--- src/rtl/spi_frame_engine.sv ---
`timescale 1ns/1ps
module spi_frame_engine #(
  parameter int DIV_W      = 8,
  parameter int LEN_W      = 8,
  parameter int TMO_CYCLES = 64,
  parameter int GAP_SCLK   = 2
) (
  input  logic             clk,
  input  logic             rst_n,
  input  logic [DIV_W-1:0] div_cfg,
  input  logic             req_valid,
  output logic             req_ready,
  input  logic [15:0]      req_addr,
  input  logic [4:0]       req_blk,
  input  logic             req_wr,
  input  logic [LEN_W-1:0] req_len,
  input  logic             wr_valid,
  output logic             wr_ready,
  input  logic [7:0]       wr_data,
  output logic             rd_valid,
  input  logic             rd_ready,
  output logic [7:0]       rd_data,
  output logic             done,
  output logic             error,
  output logic             sclk,
  output logic             cs_n,
  output logic             mosi,
  input  logic             miso
);
  localparam int GAP_HALVES = 2 * GAP_SCLK;
  localparam int WD_W  = $clog2(TMO_CYCLES + 1);
  localparam int GAP_W = $clog2(GAP_HALVES + 1);

  typedef enum logic [2:0] {S_IDLE, S_SHIFT, S_LOAD, S_PUSH, S_GAP} st_t;

  st_t              st;
  logic [DIV_W-1:0] div_q, divcnt;
  logic [7:0]       tsh, rsh, addr_lo, ctl_q;
  logic [2:0]       bitn;
  logic [1:0]       hdr;
  logic             wr_q, sclk_q, cs_q, done_q, err_q;
  logic [LEN_W-1:0] rem;
  logic [WD_W-1:0]  wd;
  logic [GAP_W-1:0] gapn;

  wire run    = (st == S_SHIFT) || (st == S_GAP);
  wire tick   = run && (divcnt == div_q);
  wire last   = (rem == '0);
  wire wd_end = (wd == WD_W'(TMO_CYCLES - 1));

  assign req_ready = (st == S_IDLE);
  assign wr_ready  = (st == S_LOAD);
  assign rd_valid  = (st == S_PUSH);
  assign rd_data   = rsh;
  assign done      = done_q;
  assign error     = err_q;
  assign sclk      = sclk_q;
  assign cs_n      = cs_q;
  assign mosi      = cs_q ? 1'b0 : tsh[7];

  always_ff @(posedge clk) begin
    if (!rst_n) begin
      st <= S_IDLE; div_q <= '0; divcnt <= '0; tsh <= '0; rsh <= '0;
      addr_lo <= '0; ctl_q <= '0; bitn <= '0; hdr <= '0; wr_q <= 1'b0;
      sclk_q <= 1'b0; cs_q <= 1'b1; done_q <= 1'b0; err_q <= 1'b0;
      rem <= '0; wd <= '0; gapn <= '0;
    end else begin
      done_q <= 1'b0;
      err_q  <= 1'b0;
      divcnt <= (run && !tick) ? divcnt + 1'b1 : '0;
      case (st)
        S_IDLE: if (req_valid) begin
          div_q   <= div_cfg;
          addr_lo <= req_addr[7:0];
          ctl_q   <= {req_blk, req_wr, 2'b00};
          wr_q    <= req_wr;
          rem     <= req_len;
          tsh     <= req_addr[15:8];
          hdr     <= 2'd0;
          bitn    <= 3'd0;
          cs_q    <= 1'b0;
          st      <= S_SHIFT;
        end
        S_SHIFT: if (tick) begin
          if (!sclk_q) begin
            sclk_q <= 1'b1;
            rsh    <= {rsh[6:0], miso};
          end else begin
            sclk_q <= 1'b0;
            bitn   <= bitn + 1'b1;
            tsh    <= {tsh[6:0], 1'b0};
            if (bitn == 3'd7) begin
              case (hdr)
                2'd0: begin hdr <= 2'd1; tsh <= addr_lo; end
                2'd1: begin hdr <= 2'd2; tsh <= ctl_q; end
                2'd2: begin
                  hdr <= 2'd3;
                  if (wr_q) st <= S_LOAD;
                end
                default: begin
                  if (!wr_q) st <= S_PUSH;
                  else if (last) begin
                    cs_q <= 1'b1; done_q <= 1'b1; gapn <= '0; st <= S_GAP;
                  end else begin
                    rem <= rem - 1'b1; st <= S_LOAD;
                  end
                end
              endcase
            end
          end
        end
        S_LOAD: begin
          if (wr_valid) begin
            tsh <= wr_data; wd <= '0; st <= S_SHIFT;
          end else if (wd_end) begin
            cs_q <= 1'b1; err_q <= 1'b1; wd <= '0; gapn <= '0; st <= S_GAP;
          end else wd <= wd + 1'b1;
        end
        S_PUSH: begin
          if (rd_ready) begin
            wd <= '0;
            if (last) begin
              cs_q <= 1'b1; done_q <= 1'b1; gapn <= '0; st <= S_GAP;
            end else begin
              rem <= rem - 1'b1; tsh <= '0; st <= S_SHIFT;
            end
          end else if (wd_end) begin
            cs_q <= 1'b1; err_q <= 1'b1; wd <= '0; gapn <= '0; st <= S_GAP;
          end else wd <= wd + 1'b1;
        end
        S_GAP: if (tick) begin
          if (gapn == GAP_W'(GAP_HALVES - 1)) st <= S_IDLE;
          else gapn <= gapn + 1'b1;
        end
        default: st <= S_IDLE;
      endcase
    end
  end


  sclk_in_frame_chk: assert property (@(posedge clk) disable iff (!rst_n)
    sclk |-> !cs_n);

  sclk_idle_chk: assert property (@(posedge clk) disable iff (!rst_n)
    cs_n |-> !sclk);

  mosi_hold_chk: assert property (@(posedge clk) disable iff (!rst_n)
    (sclk && $past(sclk)) |-> $stable(mosi));

  flag_excl_chk: assert property (@(posedge clk) disable iff (!rst_n)
    !(done && error));

  flag_after_release_chk: assert property (@(posedge clk) disable iff (!rst_n)
    (done || error) |-> cs_n);

  gap_hold_chk: assert property (@(posedge clk) disable iff (!rst_n)
    $rose(cs_n) |=> (cs_n && !req_ready));

  wr_ready_frame_chk: assert property (@(posedge clk) disable iff (!rst_n)
    wr_ready |-> (!cs_n && !sclk));
endmodule

--- config.mk ---
export PLATFORM = sky130hd
export DESIGN_NAME = spi_frame_engine
export DESIGN_NICKNAME = d
export VERILOG_FILES = /design/src/rtl/spi_frame_engine.sv
export SDC_FILE = /design/constraint.sdc
export NUM_CORES = 1
export LEC_CHECK = 0
export BUFFER_PORTS_ARGS = -buffer_cell sky130_fd_sc_hd__buf_2
export CAP_MARGIN = 10
export CORE_UTILIZATION = 34
export CTS_CLUSTER_SIZE = 30
export DETAILED_ROUTE_END_ITERATION = 8
export GPL_TIMING_DRIVEN = 0
export MAX_ROUTING_LAYER = met4
export PLACE_DENSITY_LB_ADDON = 0.2
export SLEW_MARGIN = 10
export SYNTH_ARGS = -nofsm -noshare
export SYNTH_HDL_FRONTEND = slang
export SYNTH_SLANG_ARGS = --single-unit
--- constraint.sdc ---
create_clock -name clk -period 4.75 [get_ports clk]
set_clock_uncertainty 0.1 [all_clocks]
set_input_delay 0.475 -clock clk [delete_from_list [all_inputs] [get_ports clk]]
set_output_delay 0.475 -clock clk [all_outputs]
set_load 0.05 [all_outputs]
==> flow_summary.yaml <==
outcome:
  run_status: "complete, but fails checks"
  failing_checks: "design-rule violations"
synth:
  synth.yosys.seq_area_share_pct: 36.9
  synth_net_count: 564
  yosysMostFrequentCell: "sky130_fd_sc_hd__nand2_1"
  ys_async_sr_fraction_pct: 0
  synth.yosys.warnings: 0
  synth.cells.most_frequent: "sky130_fd_sc_hd__nand2_1, sky130_fd_sc_hd__dfxtp_1, sky130_fd_sc_hd__a21oi_1"
  ys_ff_latch: 76
  fraction_of_synthesized_cell_area_taken_by_the_top_area_cell_type_pct: 36.9
  synth_ff_type: "sky130_fd_sc_hd__dfxtp_1"
  netlist.top_cell.by_area: "sky130_fd_sc_hd__dfxtp_1"
  synth-edff-count: 0
  synth_cell_types: 72
  postSynthCellCount: 500
  synth.cell_area_sq_um: 4120
  synth.avg_cell_area_sq_um: 8.24
  synth_area_leaders: "sky130_fd_sc_hd__dfxtp_1, sky130_fd_sc_hd__nand2_1, sky130_fd_sc_hd__mux2i_1, sky130_fd_sc_hd__a21oi_1, sky130_fd_sc_hd__ha_1"
setup_path:
  longest_individual_stage_delay_on_the_worst_path_ns: 0.51
  critical-path-top-delay-family: "buffers and inverters"
  cp.required_ns: 4.18
  timing.critical_path.slowest_stage_cell: "sky130_fd_sc_hd__buf_1"
  crit_path_cell_trace: "buf_4, buf_4, clkbuf_1, buf_1, nor2_1, buf_2"
  start_kind: "flip-flop"
  cp.arrival_ns: 2.27
  worst-path-max-fanout: 10
  worstPathBufferInverterCount: 5
  cp-end-kind: "output port"
  crit_top_cell: "sky130_fd_sc_hd__buf_4"
  critical_path_class: "reg2out"
clock_network:
  clock_path_buffers: 2
  clkSlewWorstSetupHoldPaths_ns: 0.06
  post_cts_resized: 0
  cts_num_sinks: 76
  clock_insertion_delay_worst_skew_ns: 0.33
  cts.repair_timing.setup_buffer_count: 0
  cts_made_buffers: 9
  cts-root-buf: "sky130_fd_sc_hd__clkbuf_16"
  clock_tree_from_tritoncts: "done"
  htreeDepth: 3
  cts_hold_buffers: 0
power:
  vdd_ir_max_uv: 250
  net-switching-power_mw: 1.04
  internal-power_mw: 1.59
  share_seq_of_total_power_pct: 32.4
  share_comb_of_total_power_pct: 40.8
  power_density_nw_per_um2: 531
  swShare_pct: 39.6
  power.share.clock_pct: 26.8
  total_leakage_power_nw: 1.94
routing:
  drt-vias-per-instance: 5.41
  route.vias.total: 3924
  route.detailed.drc: 5
  ant_nets: 0
  detail_route.iter0.violations: 288
  avgRoutedWirePerCell_microns: 16.3
  drt_pre_antenna_iters: 7
  drt_total_wl_mm: 11.8
placed_design:
  gp_congestion: 0.924
  detailed_place_hpwl_mm: 8.86
  dpl-instance-area_sq_um: 4630
  portBuffers: 66
sta:
  totalNegativeSetupSlack_ns: 0
  drv_slew: 0
  slew-limit-headroom_pct: 58.0
  grt_setup_unrepaired: "false"
  tightestPinTransition_ns: 0.629
  hold-worst-slack_ns: 0.275
  clock.fmax_mhz: 351
  setup_viol: 0
  time_the_worst_path_needs_with_i_o_delays_and_setup_ns: 2.85
  final_min_period_over_clock_period_pct: 59.9
  final-hold-violation-count: 0
floorplan:
  floorplan.die.height_microns: 112
  area_enclosed_by_the_die_boundary_sq_um: 12600
  std_cell_rows: 39
  coreArea_sq_um: 11600
  die_w_microns: 112
  floorplan.initialDensity_pct: 35.5
  floorplan.io_pins: 68
grt:
  antenna_found_initial: 0
  grt_residual_overflow: 0
  largest_net_degree_at_the_start_of_global_routing: 14
  gr-usage-all-layers_pct: 19.7
  grt_first_pass_wirelength_mm: 18.9
  number_of_global_route_vias_before_repair: 3777
job:
  drv.max_cap_violation_count: 0
cells_and_area:
  syn_to_final_growth_pct: 20.0
  final.fill_count: 1227
  n_antenna_cell: 0
  finalNetCount: 641
  layout_cell_share_with_drive_strength_beyond_1_pct: 19.2
  layout.cell_area.non_filler_sq_um: 4940
  layout.core_utilization_pct: 42.5
hold_path:
  min_path_type: "in2reg"
cell type report:
type | instances | area [sq um] | share of cell area, %
clock inverter | 5 | 60.1 | 1.22
multi-input combinational | 376 | 2390 | 48.4
clock buffer | 11 | 253 | 5.12
timing repair buffer | 66 | 330 | 6.69
tap | 143 | 179 | 3.62
buffer | 35 | 155 | 3.14
inverter | 13 | 48.8 | 0.988
sequential | 76 | 1520 | 30.8
metrics by stage:
stage / setup slack, ns / cells / power, mW
global placement: 2.24 / 709 / 1.91
floorplan: 2.05 / 500 / 1.64
detailed placement: 2.25 / 709 / 1.92
global route: 1.72 / 725 / 2.79
finish: 1.90 / 725 / 2.62
CTS: 1.88 / 725 / 2.63
registers in the layout, indices dropped and copies added (netlist names), 6 cells and up:
| signal | cells |
|---|---|
| rem | 8 |
| div_q | 8 |
| wd | 7 |
| rd_data | 8 |
| ctl_q | 6 |
| addr_lo | 8 |
| tsh | 8 |
| divcnt | 8 |
power by group through the flow:
stage | registers (mW) | clock network [mW] | logic [mW]
after CTS | 0.847 | 0.718 | 1.07
final | 0.849 | 0.704 | 1.07
after global placement | 0.857 | 0 | 1.06
after detailed placement | 0.860 | 0 | 1.06
after global routing | 0.862 | 0.740 | 1.19
after floorplan | 0.856 | 0 | 0.785
routing by layer:
metal | up-vias | part of all wire [%] | global-route usage [%]
li1 | 1957 | - | -
met1 | 1829 | 47 | 25.2
met2 | 125 | 47 | 31.9
met3 | 13 | 5.3 | 3.78
met4 | 0 | 0.97 | 5.42
met5 | - | 0 | -
kinds of logic after synthesis:
kind of cell | after synthesis | synth area share, %
multiplexers | 21 | 5.14
AO/OA/AOI/OAI | 127 | 22.1
buffers and inverters | 48 | 4.95
flip-flops | 76 | 36.9
adder cells (fa/ha/maj) | 12 | 3.65
XOR/XNOR | 20 | 4.25
AND/OR/NAND/NOR | 196 | 23.0
worst reg2reg max path: stages, from the launching register on:
cell and delay, ns:
sky130_fd_sc_hd__dfxtp_1 0.35, sky130_fd_sc_hd__ha_1 0.16, sky130_fd_sc_hd__ha_1 0.18, sky130_fd_sc_hd__clkbuf_1 0.39
sky130_fd_sc_hd__a41oi_1 0.19, sky130_fd_sc_hd__o31a_1 0.36, sky130_fd_sc_hd__a21oi_1 0.27, sky130_fd_sc_hd__nor4b_1 0.33
cell usage in the layout, fill, tap and decap left out, types with 10 or more instances in the layout:
cell / n
sky130_fd_sc_hd__nand2b_1: 10
sky130_fd_sc_hd__ha_1: 12
sky130_fd_sc_hd__xnor2_1: 12
sky130_fd_sc_hd__clkbuf_1: 21
sky130_fd_sc_hd__a21oi_1: 35
sky130_fd_sc_hd__dfxtp_1: 76
sky130_fd_sc_hd__mux2i_1: 20
sky130_fd_sc_hd__nand3_1: 12
sky130_fd_sc_hd__o21ai_0: 11
sky130_fd_sc_hd__nor2_1: 30
sky130_fd_sc_hd__nand2_1: 91
sky130_fd_sc_hd__buf_2: 76
sky130_fd_sc_hd__inv_1: 12
sky130_fd_sc_hd__a22oi_1: 13
path summary, 6_finish.rpt:
check	from	to	slack (ns)	cells after the start
max	st[0]	wr_ready	1.90	6
min	div_cfg[5]	div_q[5]	0.28	3
max reg2reg	bitn[0]	st[1]	2.31	7
min reg2reg	wd[6]	wd[6]	0.35	2
Note: power is estimated with default switching activity, not from simulation.
